===== src/rtl/rtc_pkg.sv =====
package rtc_pkg;

  typedef enum logic [1:0] {
    OP_HOLD = 2'b00,
    OP_UP   = 2'b01,
    OP_DOWN = 2'b10,
    OP_LOAD = 2'b11
  } rtc_op_e;

endpackage


===== src/rtl/rtc_reset_sync.sv =====
module rtc_reset_sync #(
  parameter int STAGES = 2
) (
  input  logic clk,
  input  logic arst_n,
  output logic srst_n
);

  logic [STAGES-1:0] chain_r;

  always_ff @(posedge clk or negedge arst_n) begin
    if (!arst_n) chain_r <= '0;
    else         chain_r <= {chain_r[STAGES-2:0], 1'b1};
  end

  assign srst_n = chain_r[STAGES-1];

endmodule


===== src/rtl/rtc_feedback.sv =====
module rtc_feedback (
  input  logic last_stage,
  input  logic invert,
  output logic fb_bit
);

  always_comb begin
    fb_bit = last_stage ^ invert;
  end

endmodule


===== src/rtl/rtc_next_state.sv =====
module rtc_next_state
  import rtc_pkg::*;
#(
  parameter int WIDTH = 4
) (
  input  logic [WIDTH-1:0] cur,
  input  logic [1:0]       op,
  input  logic             fb_bit,
  input  logic             ser_down,
  input  logic [WIDTH-1:0] seed,
  output logic [WIDTH-1:0] nxt
);

  logic [WIDTH-1:0] from_below;
  logic [WIDTH-1:0] from_above;
  rtc_op_e          op_e;

  assign op_e = rtc_op_e'(op);

  for (genvar i = 0; i < WIDTH; i++) begin : g_stage
    if (i == 0) begin : g_first
      assign from_below[i] = fb_bit;
    end else begin : g_mid_lo
      assign from_below[i] = cur[i-1];
    end
    if (i == WIDTH-1) begin : g_last
      assign from_above[i] = ser_down;
    end else begin : g_mid_hi
      assign from_above[i] = cur[i+1];
    end

    always_comb begin
      unique case (op_e)
        OP_HOLD: nxt[i] = cur[i];
        OP_UP:   nxt[i] = from_below[i];
        OP_DOWN: nxt[i] = from_above[i];
        OP_LOAD: nxt[i] = seed[i];
        default: nxt[i] = cur[i];
      endcase
    end
  end

endmodule


===== src/rtl/ring_twist_counter.sv =====
module ring_twist_counter #(
  parameter int WIDTH       = 4,
  parameter int SYNC_STAGES = 2
) (
  input  logic             clk,
  input  logic             clear_n,
  input  logic             step_en,
  input  logic [1:0]       op,
  input  logic             twisted,
  input  logic [WIDTH-1:0] seed,
  input  logic             ser_down,
  output logic [WIDTH-1:0] q
);

  localparam int TOP = WIDTH - 1;

  logic             rst_s_n;
  logic             fb_bit;
  logic [WIDTH-1:0] q_r;
  logic [WIDTH-1:0] q_nxt;

  rtc_reset_sync #(.STAGES(SYNC_STAGES)) u_rst (
    .clk    (clk),
    .arst_n (clear_n),
    .srst_n (rst_s_n)
  );

  rtc_feedback u_fb (
    .last_stage (q_r[TOP]),
    .invert     (twisted),
    .fb_bit     (fb_bit)
  );

  rtc_next_state #(.WIDTH(WIDTH)) u_nxt (
    .cur      (q_r),
    .op       (op),
    .fb_bit   (fb_bit),
    .ser_down (ser_down),
    .seed     (seed),
    .nxt      (q_nxt)
  );

  always_ff @(posedge clk or negedge rst_s_n) begin
    if (!rst_s_n)     q_r <= '0;
    else if (step_en) q_r <= q_nxt;
  end

  assign q = q_r;


  clear_zero_chk: assert property (@(posedge clk) !clear_n |-> q == '0);


  enable_hold_chk: assert property (@(posedge clk) disable iff (!rst_s_n)
    (rst_s_n && !step_en) |=> q == $past(q));


  op_hold_chk: assert property (@(posedge clk) disable iff (!rst_s_n)
    (rst_s_n && step_en && op == 2'b00) |=> q == $past(q));


  load_chk: assert property (@(posedge clk) disable iff (!rst_s_n)
    (rst_s_n && step_en && op == 2'b11) |=> q == $past(seed));


  ring_chk: assert property (@(posedge clk) disable iff (!rst_s_n)
    (rst_s_n && step_en && op == 2'b01 && !twisted)
      |=> q == {$past(q[TOP-1:0]), $past(q[TOP])});


  ring_ones_chk: assert property (@(posedge clk) disable iff (!rst_s_n)
    (rst_s_n && step_en && op == 2'b01 && !twisted)
      |=> $countones(q) == $countones($past(q)));


  twist_chk: assert property (@(posedge clk) disable iff (!rst_s_n)
    (rst_s_n && step_en && op == 2'b01 && twisted)
      |=> (q[0] != $past(q[TOP])) && (q[TOP:1] == $past(q[TOP-1:0])));


  down_chk: assert property (@(posedge clk) disable iff (!rst_s_n)
    (rst_s_n && step_en && op == 2'b10)
      |=> q == {$past(ser_down), $past(q[TOP:1])});

endmodule


===== config.mk =====
export PLATFORM = sky130hd
export DESIGN_NAME = ring_twist_counter
export DESIGN_NICKNAME = d
export VERILOG_FILES = /design/src/rtl/rtc_pkg.sv /design/src/rtl/rtc_reset_sync.sv /design/src/rtl/rtc_feedback.sv /design/src/rtl/rtc_next_state.sv /design/src/rtl/ring_twist_counter.sv
export SDC_FILE = /design/constraint.sdc
export NUM_CORES = 1
export LEC_CHECK = 0
export BUFFER_PORTS_ARGS = -buffer_cell sky130_fd_sc_hd__buf_4
export CORE_AREA = 4 4 41 43
export DETAILED_ROUTE_END_ITERATION = 8
export DIE_AREA = 0 0 45 47
export GPL_ROUTABILITY_DRIVEN = 0
export HOLD_SLACK_MARGIN = 0.08
export PLACE_DENSITY_LB_ADDON = 0.2
export SLEW_MARGIN = 20
export SYNTH_ARGS = -nofsm -noshare
export SYNTH_HDL_FRONTEND = slang
export SYNTH_SLANG_ARGS = --single-unit

===== constraint.sdc =====
create_clock -name clk -period 0.8 [get_ports clk]
set_input_delay 0.12 -clock clk [delete_from_list [all_inputs] [get_ports clk]]
set_output_delay 0.12 -clock clk [all_outputs]
set_load 0.01 [all_outputs]

* Word-level counts from Yosys, hierarchy flattened
Cells that the tools add are included.
** Word-level totals
- Register bits :: 6
- Input bits :: 11
- Word-level logic and storage cells :: 13
** Operators by class
- Reductions and logical operators :: 2
- Bitwise logic cells :: 2
- Equal/unequal tests :: 3
- Multiplexer cells :: 4
** Operators with widths (number)
- one-hot mux 1 bit (3 select lines) :: 4
- == test 2 bit (second input constant) :: 2
- == test 2 x 1 -> 1 bit (second input constant) :: 1
- zero test 2 bit :: 1
- AND reduction 2 bit :: 1
- NOT 1 bit :: 1
- bitwise XOR 1 bit :: 1

* Longest topological paths before layout
- Depth in word-level cells :: 3
- Mapped depth :: 4
- Gate-level depth less buffers :: 3

* Modules after synthesis
A second synthesis with hierarchy kept.
** Second synthesis, totals
- Cell total of the unflattened synthesis :: 16
- Area, all modules :: 312.8 um^2
** By module, submodules not included
- ring_twist_counter :: times used 1, area each 145.1 um^2, cells each 8, sequential area each 100.1 um^2
- rtc_next_state :: times used 1, area each 105.1 um^2, cells each 4, sequential area each 0.0 um^2
- rtc_reset_sync :: times used 1, area each 53.8 um^2, cells each 3, sequential area each 50.0 um^2
- rtc_feedback :: times used 1, area each 8.8 um^2, cells each 1, sequential area each 0.0 um^2

* Least setup slack after synthesis
No wires, ideal clock.
- Path type :: register to register
- From :: reg q_r[3], in the netlist q[3]
- To :: reg q_r[0], in the netlist q[0]
- Stages on the path, launching flop included :: 4
- Data required time :: 0.668 ns
- Library setup time :: 0.132 ns
- Clock period less this slack :: 0.918 ns
- Arrival :: 0.785 ns
- Path slack :: -0.118 ns
- Path through :: dfrtp_1 -> xor2_1 -> nor3b_1 -> a311oi_1
** Between the ends
- Word-level cells in the longest chain between the ends :: 2
** RTL lines
- from (decl) :: line ring_twist_counter.sv:19 : logic [WIDTH-1:0] q_r;
- from (signal assigned) :: line ring_twist_counter.sv:45 : else if (step_en) q_r <= q_nxt;
- bitwise XOR 1 bit :: line rtc_feedback.sv:8 : fb_bit = last_stage ^ invert;
- one-hot mux 1 bit (3 select lines) :: line rtc_next_state.sv:33 : unique case (op_e)
No other way between the ends.
A chain may end at the register's enable or synchronous reset.

* Final worst setup path
- From :: reg q_r[3], in the netlist q[3]
- To :: out q[3]
** RTL lines
- to (decl) :: line ring_twist_counter.sv:12 : output logic [WIDTH-1:0] q
No word-level cell between the ends.

==> results_dict.tcl <==
set metrics [dict create \
    outcome "finished with violations" \
    failed_checks "setup timing" \
    r2r_end "q[1]" \
    postSynthCellCount 28 \
    synth_xor_area_share_pct 2.78 \
    crit_path_top_delay_cell "dfrtp_1" \
    cts_hold_buf 1 \
    ys_seq_area_share_pct 47.6 \
    synthTopCellsByCount "dfrtp_1, mux2i_1, nor2_1" \
    synth_top_family_by_area "compound AO/OA/AOI/OAI gates" \
    portBuffers 14 \
    p_leak_nw 0.259 \
    clock.fmax_mhz 992 \
    clock_latency_ps 240 \
    hold_viol 0 \
    timing.hold.ws_ps 54.9 \
    grt_setup_unrepaired "yes" \
    ys_ff_latch 6 \
    cts_root_buffer "clkbuf_4" \
    drt-initial-drc-count 6 \
    crit_type "reg -> out" \
    avgSynthCellArea_um2 11.3 \
    irDropWorstVdd_v 0.000711 \
    ant_nets 0 \
    viasPerCell 4.52 \
    path_clk_slew_ps 50 \
    final_area_um2 562 \
    cts_sinks 6 \
    grt_pass1_wl_mm 1.29 \
    startpoint_type "flip-flop" \
    place_hpwl_um 631 \
    nets 64 \
    yosys-top-cells-area "dfrtp_1, mux2i_1, o2bb2ai_1, a21oi_1, nor2_1" \
    yosys.area.top_type "dfrtp_1" \
    worstPathMaxFanout 4 \
    yosys.area.top_type_share_pct 47.6 \
    antenna_found_initial 0 \
    cp_data_arrival_time_ps 890 \
    wl_met3_um 71 \
    tritoncts "yes" \
    muxShareOfSynthArea_pct 12.7 \
    core_area_um2 1300 \
    critPathTopFamily "flip-flops" \
    cap_violations 0 \
    r2r-start "q[2]" \
    drc 0 \
    io_pins 15 \
    start_util_pct 24.2 \
    cp-end-kind "output port" \
    met2_wirelength_um 440 \
    worst_slack_ps -208 \
    rows 13 \
    wl_per_cell_um 12.0 \
    min_period_ps 1010 \
    syn-cell-area_um2 315 \
    yosysWarnings 0 \
    area_delta_synth_final_pct 78.2 \
    p_per_area_nw_per_um2 1810 \
    grt_max_degree 7 \
    die_area_um2 2120 \
    power_mw 1.02 \
    dieWidth_um 45 \
    grt_pass1_vias 307 \
    crit_chain "buf_6, buf_6" \
    period_share_pct 126 \
    wirelength_um 794 \
    top_layer "met3" \
    r2r_setup_slack_ps -180 \
    grt_overflow 0 \
    syn_nets 39 \
    ys.flop_type "dfrtp_1" \
    slew_viol_final 0 \
    hp-class "reg -> async" \
    rr_worst_depth 4 \
    drive_gt1_share_pct 54.9 \
    setup-violations-final 8 \
    cpPeakStageDelay_ps 410 \
    cts_max_level 1 \
    setup-tns-final_ps -998 \
    cts_made_buffers 3 \
    routed-via-count 298 \
    clockBufferDepth 2 \
    grt_use_total_pct 8.76 \
    synth_fa_ha_area_share_pct 0 \
    drtPass1Iterations 4 \
    yosysMostFrequentCell "dfrtp_1" \
    num_antenna_cells 0 \
    critical_path.most_common_cell "buf_6" \
    num-fill-cells 131 \
    synth-simple-area-share_pct 11.5 \
    worstPathRequired_ps 680 \
    synthArstFlopShare_pct 100 \
    cp_num_buf_inv 2 \
    synth.distinct_cells 13 \
    skew_ps 4.54 \
    die_h_um 47 \
    met1Wirelength_um 282 \
    synth_compound_area_share_pct 18.3 \
    synth_edf_count 0 \
    dpl_cell_area_um2 450 \
]
==> worst max path at each step <==
stage	from	to	cells after the start
CTS	q[3]	q[3]	2
global placement	q[3]	q[0]	3
global route	q[3]	q[3]	2
floorplan	q[3]	q[0]	3
finish	q[3]	q[3]	2
detailed placement	q[3]	q[0]	3
==> layout make-up <==
cell class                      instances  area, um2  share of cell area (%)
Tap cell                               15       18.8                    3.34
Sequential cell                         6        150                    26.7
Multi-Input combinational cell         20        176                    31.4
Timing Repair Buffer                   22        194                    34.5
Clock buffer                            3       22.5                    4.01
==> worst register-to-register path: cells and delay by family (launching register included) <==
kind	cells	cell delay [ps]
AOI/OAI and AO/OA	2	230
DFF	1	390
buffers and inverters	1	130
muxes	1	130
==> sequential cells by signal (all words and copies together) (netlist names) <==
signal	count
u_rst.chain_r	2
q	4
==> logic make-up (layout without fill, tap and decap cells) <==
kind of cell              count (synthesis)  in the layout
buffers and inverters                     2             25
and+or+nand+nor                           6              6
muxes                                     4              4
AOI/OAI and AO/OA                         8              8
xor gates and xnor gates                  1              1
DFF                                       6              6
other                                     1              1
==> layout by cell type (no fill, tap or decap) <==
cell type      instances
a21oi_1                2
a21oi_2                1
a311oi_1               1
buf_4                 14
buf_6                  7
clkbuf_4               3
conb_1                 1
dfrtp_1                6
dlygate4sd3_1          1
mux2i_1                4
nand2b_4               1
nor2_1                 3
nor2_4                 1
nor3b_1                1
o21a_1                 1
o2bb2ai_1              2
o2bb2ai_4              1
xor2_1                 1
==> through the flow <==
step	utilization (%)	std cells	setup WS, ps
finish	43.2	66	-208
global route	43.2	66	-251
CTS	42.0	65	-220
detailed placement	34.6	59	-138
global placement	34.6	59	-88.9
floorplan	-	28	-75.7
==> report_power, final <==
| group | switching (mW) | internal, mW | leakage [nW] |
|---|---|---|---|
| registers | 0.0380 | 0.344 | 0.0661 |
| clock network | 0.100 | 0.169 | 0.0138 |
| logic | 0.135 | 0.229 | 0.179 |
| total | 0.273 | 0.743 | 0.259 |
==> per-layer routing <==
layer / vias up / global-route usage [%]
met2: 11 / 15.8
met3: 0 / 4.98
met1: 142 / 8.14
li1: 145 / -
met5: - / 0
met4: 0 / 3.51
==> repair_timing <==
item / in CTS / in global routing
setup endpoints to repair: 7 / 8
setup buffers: 2 / 1
pin swaps: 5 / 0
resized for setup: 10 / 2
hold endpoints to repair: 6 / 4
Power figures use the tool's default switching activity.
